$ cat config.mk
export PLATFORM = sky130hd
export DESIGN_NAME = split_access_unit
export DESIGN_NICKNAME = d
export VERILOG_FILES = /design/src/rtl/split_pkg.sv /design/src/rtl/split_lane_plan.sv /design/src/rtl/split_seq.sv /design/src/rtl/split_merge.sv /design/src/rtl/split_access_unit.sv
export SDC_FILE = /design/constraint.sdc
export NUM_CORES = 1
export LEC_CHECK = 0
export BUFFER_PORTS_ARGS = -buffer_cell sky130_fd_sc_hd__buf_2
export CAP_MARGIN = 20
export CORE_MARGIN = 2
export CORE_UTILIZATION = 40
export CTS_BUF_LIST = sky130_fd_sc_hd__clkbuf_8
export DETAILED_ROUTE_END_ITERATION = 8
export HOLD_SLACK_MARGIN = 0.08
export MAX_ROUTING_LAYER = met4
export PLACE_DENSITY_LB_ADDON = 0.15
export SLEW_MARGIN = 20
export SYNTH_ARGS = -nofsm -noshare
export SYNTH_HDL_FRONTEND = slang
export SYNTH_SLANG_ARGS = --single-unit
$ cat constraint.sdc
create_clock -name clk -period 2.9 [get_ports clk]
set_input_delay 0.145 -clock clk [delete_from_list [all_inputs] [get_ports clk]]
set_output_delay 0.145 -clock clk [all_outputs]
set_load 0.01 [all_outputs]
$ cat src/rtl/split_pkg.sv
package split_pkg;

  typedef enum logic [1:0] {
    SZ_ONE  = 2'd0,
    SZ_TWO  = 2'd1,
    SZ_FOUR = 2'd2
  } acc_size_e;

  typedef enum logic [1:0] {
    ST_IDLE = 2'd0,
    ST_LOW  = 2'd1,
    ST_HIGH = 2'd2,
    ST_DONE = 2'd3
  } seq_state_e;

endpackage

$ cat src/rtl/split_lane_plan.sv
module split_lane_plan #(
  parameter int LANES  = 4,
  parameter int BYTE_W = 8
) (
  input  logic [$clog2(LANES)-1:0] off,
  input  logic [1:0]               size,
  input  logic [LANES*BYTE_W-1:0]  wdata,
  output logic [$clog2(LANES):0]   nbytes,
  output logic [LANES-1:0]         be_lo,
  output logic [LANES-1:0]         be_hi,
  output logic [LANES*BYTE_W-1:0]  wd_lo,
  output logic [LANES*BYTE_W-1:0]  wd_hi,
  output logic                     crosses,
  output logic                     misaligned
);
  import split_pkg::*;

  localparam int OFF_W  = $clog2(LANES);
  localparam int DATA_W = LANES * BYTE_W;
  localparam int WIDE   = 2 * LANES;
  localparam int CW     = OFF_W + 2;
  localparam int SH_B   = $clog2(BYTE_W);

  logic [WIDE-1:0]     span;
  logic [2*DATA_W-1:0] shifted;
  logic [2*DATA_W-1:0] steered;
  logic [OFF_W:0]      nb_m1;

  always_comb begin
    case (acc_size_e'(size))
      SZ_ONE:  nbytes = (OFF_W+1)'(1);
      SZ_TWO:  nbytes = (OFF_W+1)'(2);
      default: nbytes = (OFF_W+1)'(LANES);
    endcase
  end

  assign shifted = {{DATA_W{1'b0}}, wdata} << {off, {SH_B{1'b0}}};

  for (genvar i = 0; i < WIDE; i++) begin : g_byte
    assign span[i] = (CW'(i) >= CW'(off)) && (CW'(i) < CW'(off) + CW'(nbytes));
    assign steered[i*BYTE_W +: BYTE_W] = span[i] ? shifted[i*BYTE_W +: BYTE_W] : '0;
  end

  assign be_lo   = span[LANES-1:0];
  assign be_hi   = span[WIDE-1:LANES];
  assign wd_lo   = steered[DATA_W-1:0];
  assign wd_hi   = steered[2*DATA_W-1:DATA_W];
  assign crosses = |be_hi;

  assign nb_m1      = nbytes - 1'b1;
  assign misaligned = |(off & nb_m1[OFF_W-1:0]);

endmodule

$ cat src/rtl/split_seq.sv
module split_seq (
  input  logic clk,
  input  logic rst_n,
  input  logic req_valid,
  input  logic crosses,
  input  logic bus_ready,
  output logic req_ready,
  output logic load,
  output logic bus_valid,
  output logic beat_hi,
  output logic cap_lo,
  output logic cap_hi,
  output logic rsp_valid
);
  import split_pkg::*;

  seq_state_e state_q, state_d;

  always_comb begin
    state_d   = state_q;
    req_ready = 1'b0;
    load      = 1'b0;
    bus_valid = 1'b0;
    beat_hi   = 1'b0;
    cap_lo    = 1'b0;
    cap_hi    = 1'b0;
    rsp_valid = 1'b0;
    case (state_q)
      ST_IDLE: begin
        req_ready = 1'b1;
        if (req_valid) begin
          load    = 1'b1;
          state_d = ST_LOW;
        end
      end
      ST_LOW: begin
        bus_valid = 1'b1;
        if (bus_ready) begin
          cap_lo  = 1'b1;
          state_d = crosses ? ST_HIGH : ST_DONE;
        end
      end
      ST_HIGH: begin
        bus_valid = 1'b1;
        beat_hi   = 1'b1;
        if (bus_ready) begin
          cap_hi  = 1'b1;
          state_d = ST_DONE;
        end
      end
      default: begin
        rsp_valid = 1'b1;
        state_d   = ST_IDLE;
      end
    endcase
  end

  always_ff @(posedge clk or negedge rst_n) begin
    if (!rst_n) state_q <= ST_IDLE;
    else        state_q <= state_d;
  end

endmodule

$ cat src/rtl/split_merge.sv
module split_merge #(
  parameter int LANES  = 4,
  parameter int BYTE_W = 8
) (
  input  logic                     clk,
  input  logic                     rst_n,
  input  logic                     cap_lo,
  input  logic                     cap_hi,
  input  logic [LANES*BYTE_W-1:0]  bus_rdata,
  input  logic [$clog2(LANES)-1:0] off,
  input  logic [$clog2(LANES):0]   nbytes,
  input  logic                     is_write,
  output logic [LANES*BYTE_W-1:0]  rdata
);
  localparam int OFF_W  = $clog2(LANES);
  localparam int DATA_W = LANES * BYTE_W;
  localparam int SH_B   = $clog2(BYTE_W);

  logic [2*DATA_W-1:0] pair_q;
  logic [2*DATA_W-1:0] aligned;
  logic [DATA_W-1:0]   kept;

  always_ff @(posedge clk or negedge rst_n) begin
    if (!rst_n) begin
      pair_q <= '0;
    end else begin
      if (cap_lo) pair_q[DATA_W-1:0]        <= bus_rdata;
      if (cap_hi) pair_q[2*DATA_W-1:DATA_W] <= bus_rdata;
    end
  end

  assign aligned = pair_q >> {off, {SH_B{1'b0}}};

  for (genvar i = 0; i < LANES; i++) begin : g_keep
    assign kept[i*BYTE_W +: BYTE_W] =
      ((OFF_W+1)'(i) < nbytes) ? aligned[i*BYTE_W +: BYTE_W] : '0;
  end

  assign rdata = is_write ? '0 : kept;

endmodule

$ cat src/rtl/split_access_unit.sv
module split_access_unit #(
  parameter  int ADDR_W = 32,
  parameter  int LANES  = 4,
  parameter  int BYTE_W = 8,
  localparam int DATA_W = LANES * BYTE_W
) (
  input  logic              clk,
  input  logic              rst_n,
  input  logic              req_valid,
  output logic              req_ready,
  input  logic              req_write,
  input  logic [1:0]        req_size,
  input  logic [ADDR_W-1:0] req_addr,
  input  logic [DATA_W-1:0] req_wdata,
  output logic              bus_valid,
  input  logic              bus_ready,
  output logic              bus_write,
  output logic [ADDR_W-1:0] bus_addr,
  output logic [LANES-1:0]  bus_be,
  output logic [DATA_W-1:0] bus_wdata,
  input  logic [DATA_W-1:0] bus_rdata,
  output logic              rsp_valid,
  output logic [DATA_W-1:0] rsp_rdata,
  output logic              rsp_misaligned,
  output logic              rsp_split
);
  localparam int OFF_W = $clog2(LANES);

  logic              load, beat_hi, cap_lo, cap_hi, crosses;
  logic              q_write;
  logic [1:0]        q_size;
  logic [ADDR_W-1:0] q_addr;
  logic [DATA_W-1:0] q_wdata;
  logic [OFF_W:0]    nbytes;
  logic [LANES-1:0]  be_lo, be_hi;
  logic [DATA_W-1:0] wd_lo, wd_hi;
  logic [ADDR_W-1:0] base_addr;

  always_ff @(posedge clk or negedge rst_n) begin
    if (!rst_n) begin
      q_write <= 1'b0;
      q_size  <= '0;
      q_addr  <= '0;
      q_wdata <= '0;
    end else if (load) begin
      q_write <= req_write;
      q_size  <= req_size;
      q_addr  <= req_addr;
      q_wdata <= req_wdata;
    end
  end

  split_lane_plan #(.LANES(LANES), .BYTE_W(BYTE_W)) u_plan (
    .off        (q_addr[OFF_W-1:0]),
    .size       (q_size),
    .wdata      (q_wdata),
    .nbytes     (nbytes),
    .be_lo      (be_lo),
    .be_hi      (be_hi),
    .wd_lo      (wd_lo),
    .wd_hi      (wd_hi),
    .crosses    (crosses),
    .misaligned (rsp_misaligned)
  );

  split_seq u_seq (
    .clk       (clk),
    .rst_n     (rst_n),
    .req_valid (req_valid),
    .crosses   (crosses),
    .bus_ready (bus_ready),
    .req_ready (req_ready),
    .load      (load),
    .bus_valid (bus_valid),
    .beat_hi   (beat_hi),
    .cap_lo    (cap_lo),
    .cap_hi    (cap_hi),
    .rsp_valid (rsp_valid)
  );

  split_merge #(.LANES(LANES), .BYTE_W(BYTE_W)) u_merge (
    .clk       (clk),
    .rst_n     (rst_n),
    .cap_lo    (cap_lo),
    .cap_hi    (cap_hi),
    .bus_rdata (bus_rdata),
    .off       (q_addr[OFF_W-1:0]),
    .nbytes    (nbytes),
    .is_write  (q_write),
    .rdata     (rsp_rdata)
  );

  assign base_addr = {q_addr[ADDR_W-1:OFF_W], {OFF_W{1'b0}}};
  assign bus_addr  = beat_hi ? base_addr + ADDR_W'(LANES) : base_addr;
  assign bus_be    = beat_hi ? be_hi : be_lo;
  assign bus_wdata = beat_hi ? wd_hi : wd_lo;
  assign bus_write = q_write;
  assign rsp_split = crosses;

endmodule

==> metrics.txt, run 1 <==
antenna viol nets, final 0; post-synthesis adder-cell area fraction 1.938%; Via density 5.347; clk buf depth 2; Inst Count DP 1021; WL met1 8928 um; met3 wire len 1136 um; CTS sink cnt 125; post-synthesis mux area share 32.83%; Slew headroom 48.41%; post-synthesis xor/xnor area fraction 3.391%; total power draw 12.68 mW; Placement Setup Slack -0.01655 ns; power per cell area 1223 nW/um2; Residual DRC 0; Max Freq 350.9 MHz; area delta synth->final 38.49%; Net Sw Frac 41.82%; Initial DRT Pass Iterations 4; Finished Layout Cells 1161; post-synth cell types 49; Global Route Usage Sum 22.37%; Clock power frac 12.9%; Worst Path Arrival 2.70 ns; Port Buffers 206; cell row count 50; grt total ovfl 0; outcome finished clean; vias in the first global route 6643; worst min-delay path category input pin to async pin; initial antenna violation count 0; met2 routed WL 10470 um; max_cap viols 0; Comb pwr share 58.3%; Max stage delay on crit path 0.49 ns; CP endpoint kind primary output; placed cell area 8800 um2; I/O pins 209; final net count 1028; top_reg_cell synth dfrtp_1; minimum clock period after layout 2.850 ns; slowest CP cell fa_2; Iter 0 DRT Violations 217; Synth async-reset ratio 100.0%; CTS tree yes; Final Util 56.01%; share of layout cells above drive strength 1 48.87%; final setup fails 0; Pleak 4.719 nW; first-pass GRT wire length 33790 um; Final Max Tran Viols 0; critical setup path kind flop to primary output; clk_skew 0.01019 ns; Worst-Margin Slew 0.7738 ns; Die ar. 19830 um2; final WL 21000 um; Core Area 18520 um2; Root Buffer Master clkbuf_8; GP Congestion 0.8668; hold slack 0.2488 ns; Setup WS post-layout 0.05008 ns; Fin Setup TNS 0 ns; critical path required time 2.76 ns; Max Fanout on Critical Path 8; largest family of logic cells by synthesized area multiplexers; final instance area 10370 um2; DIE WIDTH 140.8 um; Via Count 6208; Peak VDD IR 592.4 uV; Tcrit/Tclk final 98.27%; CTS buffer count 17; Die H 140.8 um; final-report hold violation count 0; Critical Path, Cell by Cell nor2_4, ha_4, fa_2, and3b_1, o21ai_1, a211oi_1, buf_4, a22o_1, buf_2; area of the mapped netlist 7490 um2; Post-Synth Simple-Gate Area 10.21%; clk slew on worst S/H paths 0.08 ns; clk_lat worst skew 0.44 ns; cells after synthesis 602; Synth Area in Compound Gates 6.799%; largest net degree at the start of global routing 76; H-tree Lvls 4; crit start category flop; synthesis-stage register bit count 125; Sw Pwr 5.303 mW; Avg Synthesized Cell Area 12.44 um2; Starting Density 40.45%; Int Pwr 7.379 mW; placed wire-length estimate 14320 um; Syn. warnings 0; Post-synth EDFFs 0; top sig layer met4; ant diodes 0; RSZ-0062 raised after global routing yes; Avg WL per Cell 18.08 um; Sequential Power Share 28.8%; sequential fraction of the synthesis area 41.76%
[worst max-delay path, delay by kind of cell (launching register included)]
family / cells / cell delay, ns
flip-flops: 1 / 0.45
AO/OA/AOI/OAI: 3 / 0.46
buffers and inverters: 2 / 0.34
adder cells (fa/ha/maj): 2 / 0.64
AND/OR/NAND/NOR: 2 / 0.38
[cell usage in the layout, fill, tap and decap left out, types with 16 or more instances in the layout]
cell             n
mux4_2          32
buf_2          205
xnor2_1         16
dfrtp_1        122
mux2i_1         24
a22o_1          25
buf_4           18
mux2_2         133
nand2_1         27
clkbuf_8        17
dlygate4sd3_1  102
nor2b_1         34
[Yosys cell counts (2+ instances only)]
| master | instances | share of area (%) |
|---|---|---|
| or2_2 | 3 | 0.25 |
| mux2i_1 | 24 | 3.2 |
| and4_1 | 3 | 0.35 |
| a21o_1 | 3 | 0.30 |
| dfrtp_1 | 125 | 42 |
| nor3_1 | 6 | 0.40 |
| a22o_1 | 25 | 2.9 |
| and2_1 | 8 | 0.67 |
| nand2b_1 | 4 | 0.33 |
| nor2b_1 | 35 | 2.9 |
| a21oi_1 | 2 | 0.13 |
| nand2_1 | 28 | 1.4 |
| buf_2 | 13 | 0.87 |
| ha_1 | 10 | 1.7 |
| buf_6 | 3 | 0.45 |
| xnor2_1 | 16 | 1.9 |
| buf_1 | 6 | 0.30 |
| nor2_1 | 9 | 0.45 |
| nor4_4 | 2 | 0.57 |
| a211oi_1 | 9 | 0.90 |
| inv_1 | 8 | 0.40 |
| clkbuf_1 | 15 | 0.75 |
| xor2_1 | 13 | 1.5 |
| nand4_1 | 11 | 0.92 |
| buf_4 | 2 | 0.20 |
| and3_1 | 3 | 0.25 |
| o21ai_0 | 12 | 0.80 |
| o22ai_1 | 10 | 0.84 |
| mux4_2 | 32 | 9.6 |
| mux2_2 | 133 | 20 |
| nand3_1 | 11 | 0.74 |
[flip-flops by register name, summed over array words and instances (netlist names)]
| name | count |
|---|---|
| u_merge.pair_q | 56 |
| q_addr | 32 |
| q_wdata | 32 |
| q_size | 2 |
| u_seq.state_q | 2 |
| bus_write | 1 |
[worst paths after layout]
check,slack [ns],cells past startpoint,end,from
setup / recovery,0.05,9,bus_wdata[21],q_size[0]
hold / removal,0.25,2,u_merge.pair_q[15],rst_n
hold reg to reg,0.50,1,u_merge.pair_q[52],u_merge.pair_q[52]
setup reg to reg,0.74,7,u_seq.state_q[0],q_size[0]
min in group clk,0.46,3,q_wdata[29],req_wdata[29]
max in group asynchronous,1.81,3,q_addr[0],rst_n
[per-layer routing]
metal / track usage (%) / up-vias
met3: 5.027 / 37
met4: 7.947 / 0
li1: - / 2862
met5: - / -
met1: 27.48 / 3100
met2: 36.56 / 209
[cell families after synthesis]
family	count (synthesis)
other cells	1
flops	125
fa+ha+maj	11
compound gates	69
buf+inv	48
simple gates	130
xor+xnor	29
mux	189
[power by group through the flow]
stage,logic [mW],registers (mW),clock network (mW)
floorplan,5.04,3.29,0
global placement,6.97,3.57,0
detailed placement,7.08,3.65,0
CTS,7.31,3.63,1.69
global route,8.00,3.81,1.78
finish,7.39,3.66,1.63
[repair_timing]
action,CTS,global route
hold buffers,102,0
pin swaps,4,5
hold endpoints to repair,165,0
buffers inserted,4,2
gates resized for setup,11,13
endpoints found under the setup margin,35,39
[layout make-up]
type                    count  area [um2]
flip-flops and latches    125        3134
clock buffers              17       234.0
repair buffers            331        2276
fillers                  1596        8145
inverters                   9       33.78
clock inverters            15       190.2
multi-input cells         430        4212
well taps                 234       292.8
Note: power is estimated with default switching activity, not from simulation.
==> inputs of run 2 (changes only) <==
BUFFER_PORTS_ARGS = -buffer_cell sky130_fd_sc_hd__buf_4   (was -buffer_cell sky130_fd_sc_hd__buf_2)
SLEW_MARGIN = 5   (was 20)
==> run 2 against run 1 <==
Net effect:
- sequential power about the same
- clock skew grew 0.0030 ns
- clock power increased by 4%
- register-to-register slack lost 0.28 ns
- cell count is 0.26% higher
- sequential share of layout area fell by 1.9 points
- final area up 6.6%
- utilization rose by 3.7 points
- highest routed layer unchanged
==> metrics.txt, run 2 (synthesized netlist as in run 1, its figures left out) <==
outcome finished clean; area of the multi-input gates 4314 um2; Worst Path Arrival 2.75 ns; Iter 0 DRT Violations 299; first-pass GRT wire length 33450 um; max_cap viols 0; commonest non-fill, non-tap cell in the layout buf_4; initial antenna violation count 0; final setup fails 0; Tcrit/Tclk final 99.71%; Critical Path, Cell by Cell nor2_4, ha_4, fa_2, buf_6, buf_6, o22ai_4, a21oi_4, or2_4, buf_6; Placement Setup Slack -0.01052 ns; Die ar. 19830 um2; commonest cells after routing, fill and taps aside buf_4 (212), mux2_2 (133), dfrtp_1 (121); Max stage delay on crit path 0.48 ns; Via density 5.398; Starting Density 40.45%; CP endpoint kind primary output; I/O pins 209; FF+latch area 3136 um2; most frequent CP cell buf_6; placed wire-length estimate 14450 um; Die H 140.8 um; DIE WIDTH 140.8 um; CTS sink cnt 125; GRT met1 Usage 28.29%; # fillers 1508; area delta synth->final 47.60%; clk_lat worst skew 0.44 ns; clk slew on worst S/H paths 0.07 ns; Final Util 59.70%; H-tree Lvls 4; Final Max Tran Viols 0; Avg WL per Cell 18.56 um; Top reg by flops u_merge.pair_q; Slew headroom 46.36%; Worst-Margin Slew 0.8046 ns; Pleak 4.912 nW; final net count 1031; slowest CP cell fa_2; biggest regs u_merge.pair_q: 56 flops, q_addr: 32 flops, q_wdata: 32 flops; CTS tree yes; clk buf depth 2; most used routing layer met2; minimum clock period after layout 2.892 ns; CTS buffer count 17; Buf/Inv on CP 3; largest net degree at the start of global routing 65; ant diodes 0; Via Count 6283; Core Area 18520 um2; GP Congestion 0.8783; grt total ovfl 0; RSZ-0062 raised after global routing yes; Peak VDD IR 855.4 uV; Initial DRT Pass Iterations 5; Setup WS post-layout 0.008407 ns; final WL 21600 um; cell row count 50; power per cell area 1256 nW/um2; vias in the first global route 6426; met2 Track Usage GR 35.33%; Max Freq 345.8 MHz; met3 Resource Use GR 5.095%; crit start category flop; critical setup path kind flop to primary output; Max Fanout on Critical Path 5; delay-heaviest family, CP adder cells; final-report hold violation count 0; Largest register FFs 56; worst min-delay path category input pin to async pin; Global Route Usage Sum 22.17%; Residual DRC 0; Port Buffers 206; Root Buffer Master clkbuf_8; antenna viol nets, final 0; clk_skew 0.01323 ns; worst reg-to-reg setup slack 0.46 ns; share of layout cells above drive strength 1 49.78%; critical path required time 2.76 ns
==> run 2: cell types whose count changed in the layout (fill, tap and decap cells not counted), sizes merged <==
| cell | previous run | this run |
|---|---|---|
| inv | 11 | 12 |
| clkbuf | 17 | 19 |
| a21oi | 2 | 3 |
| bufinv | 3 | 4 |
| buf | 229 | 231 |
| clkinv | 7 | 3 |
==> run 2: worst paths after layout <==
kind,endpoint,cells after the start,from
max,bus_be[0],9,q_size[1]
min,q_addr[6],2,rst_n
max reg2reg,u_seq.state_q[0],10,q_size[1]
min reg2reg,u_merge.pair_q[54],1,u_merge.pair_q[54]
max in group asynchronous,q_addr[0],3,rst_n
min in group clk,q_wdata[19],3,req_wdata[19]
==> run 2: metrics by stage <==
step	cells	area, um2	power (mW)	setup TNS [ns]	hold slack (ns)
3_5_place_dp	1021	9300	11.37	-0.01052	0.08983
5_1_grt	1164	11050	14.74	-1.391	0.1843
3_3_place_gp	1020	9293	11.18	0	0.08397
6_report	1164	11050	13.89	0	0.1856
4_1_cts	1160	10840	13.40	0	0.1809
2_1_floorplan	603	7493	8.324	0	-0.1506
==> run 2: report_power, final <==
part | total, mW | internal, mW | switching (mW)
Sequential | 3.65 | 2.66 | 0.990
Combinational | 8.55 | 4.70 | 3.84
Clock | 1.69 | 0.973 | 0.721
Total | 13.9 | 8.33 | 5.55
==> run 2: final cells by class <==
cell class              count  share of cell area, %
multi-input cells         431                  39.03
flip-flops and latches    125                  28.36
repair buffers            333                  25.73
well taps                 234                  2.649
clock buffers              19                  2.366
clock inverters            13                  1.562
inverters                   9                 0.3056
==> run 2: timing repair <==
item	CTS	global route
resized for setup	12	39
hold buffers	102	0
gates cloned	0	1
endpoints found under the setup margin	36	34
endpoints found under the hold margin	212	0
setup buffers	5	3
pin swaps	5	25
==> run 2: routing by layer <==
layer | share of wire, % | vias up | wire (um)
met5 | 0 | - | 0
met4 | 2.3 | 0 | 488
met3 | 6.1 | 33 | 1316
met2 | 48 | 264 | 10470
met1 | 43 | 3117 | 9320
li1 | - | 2869 | -
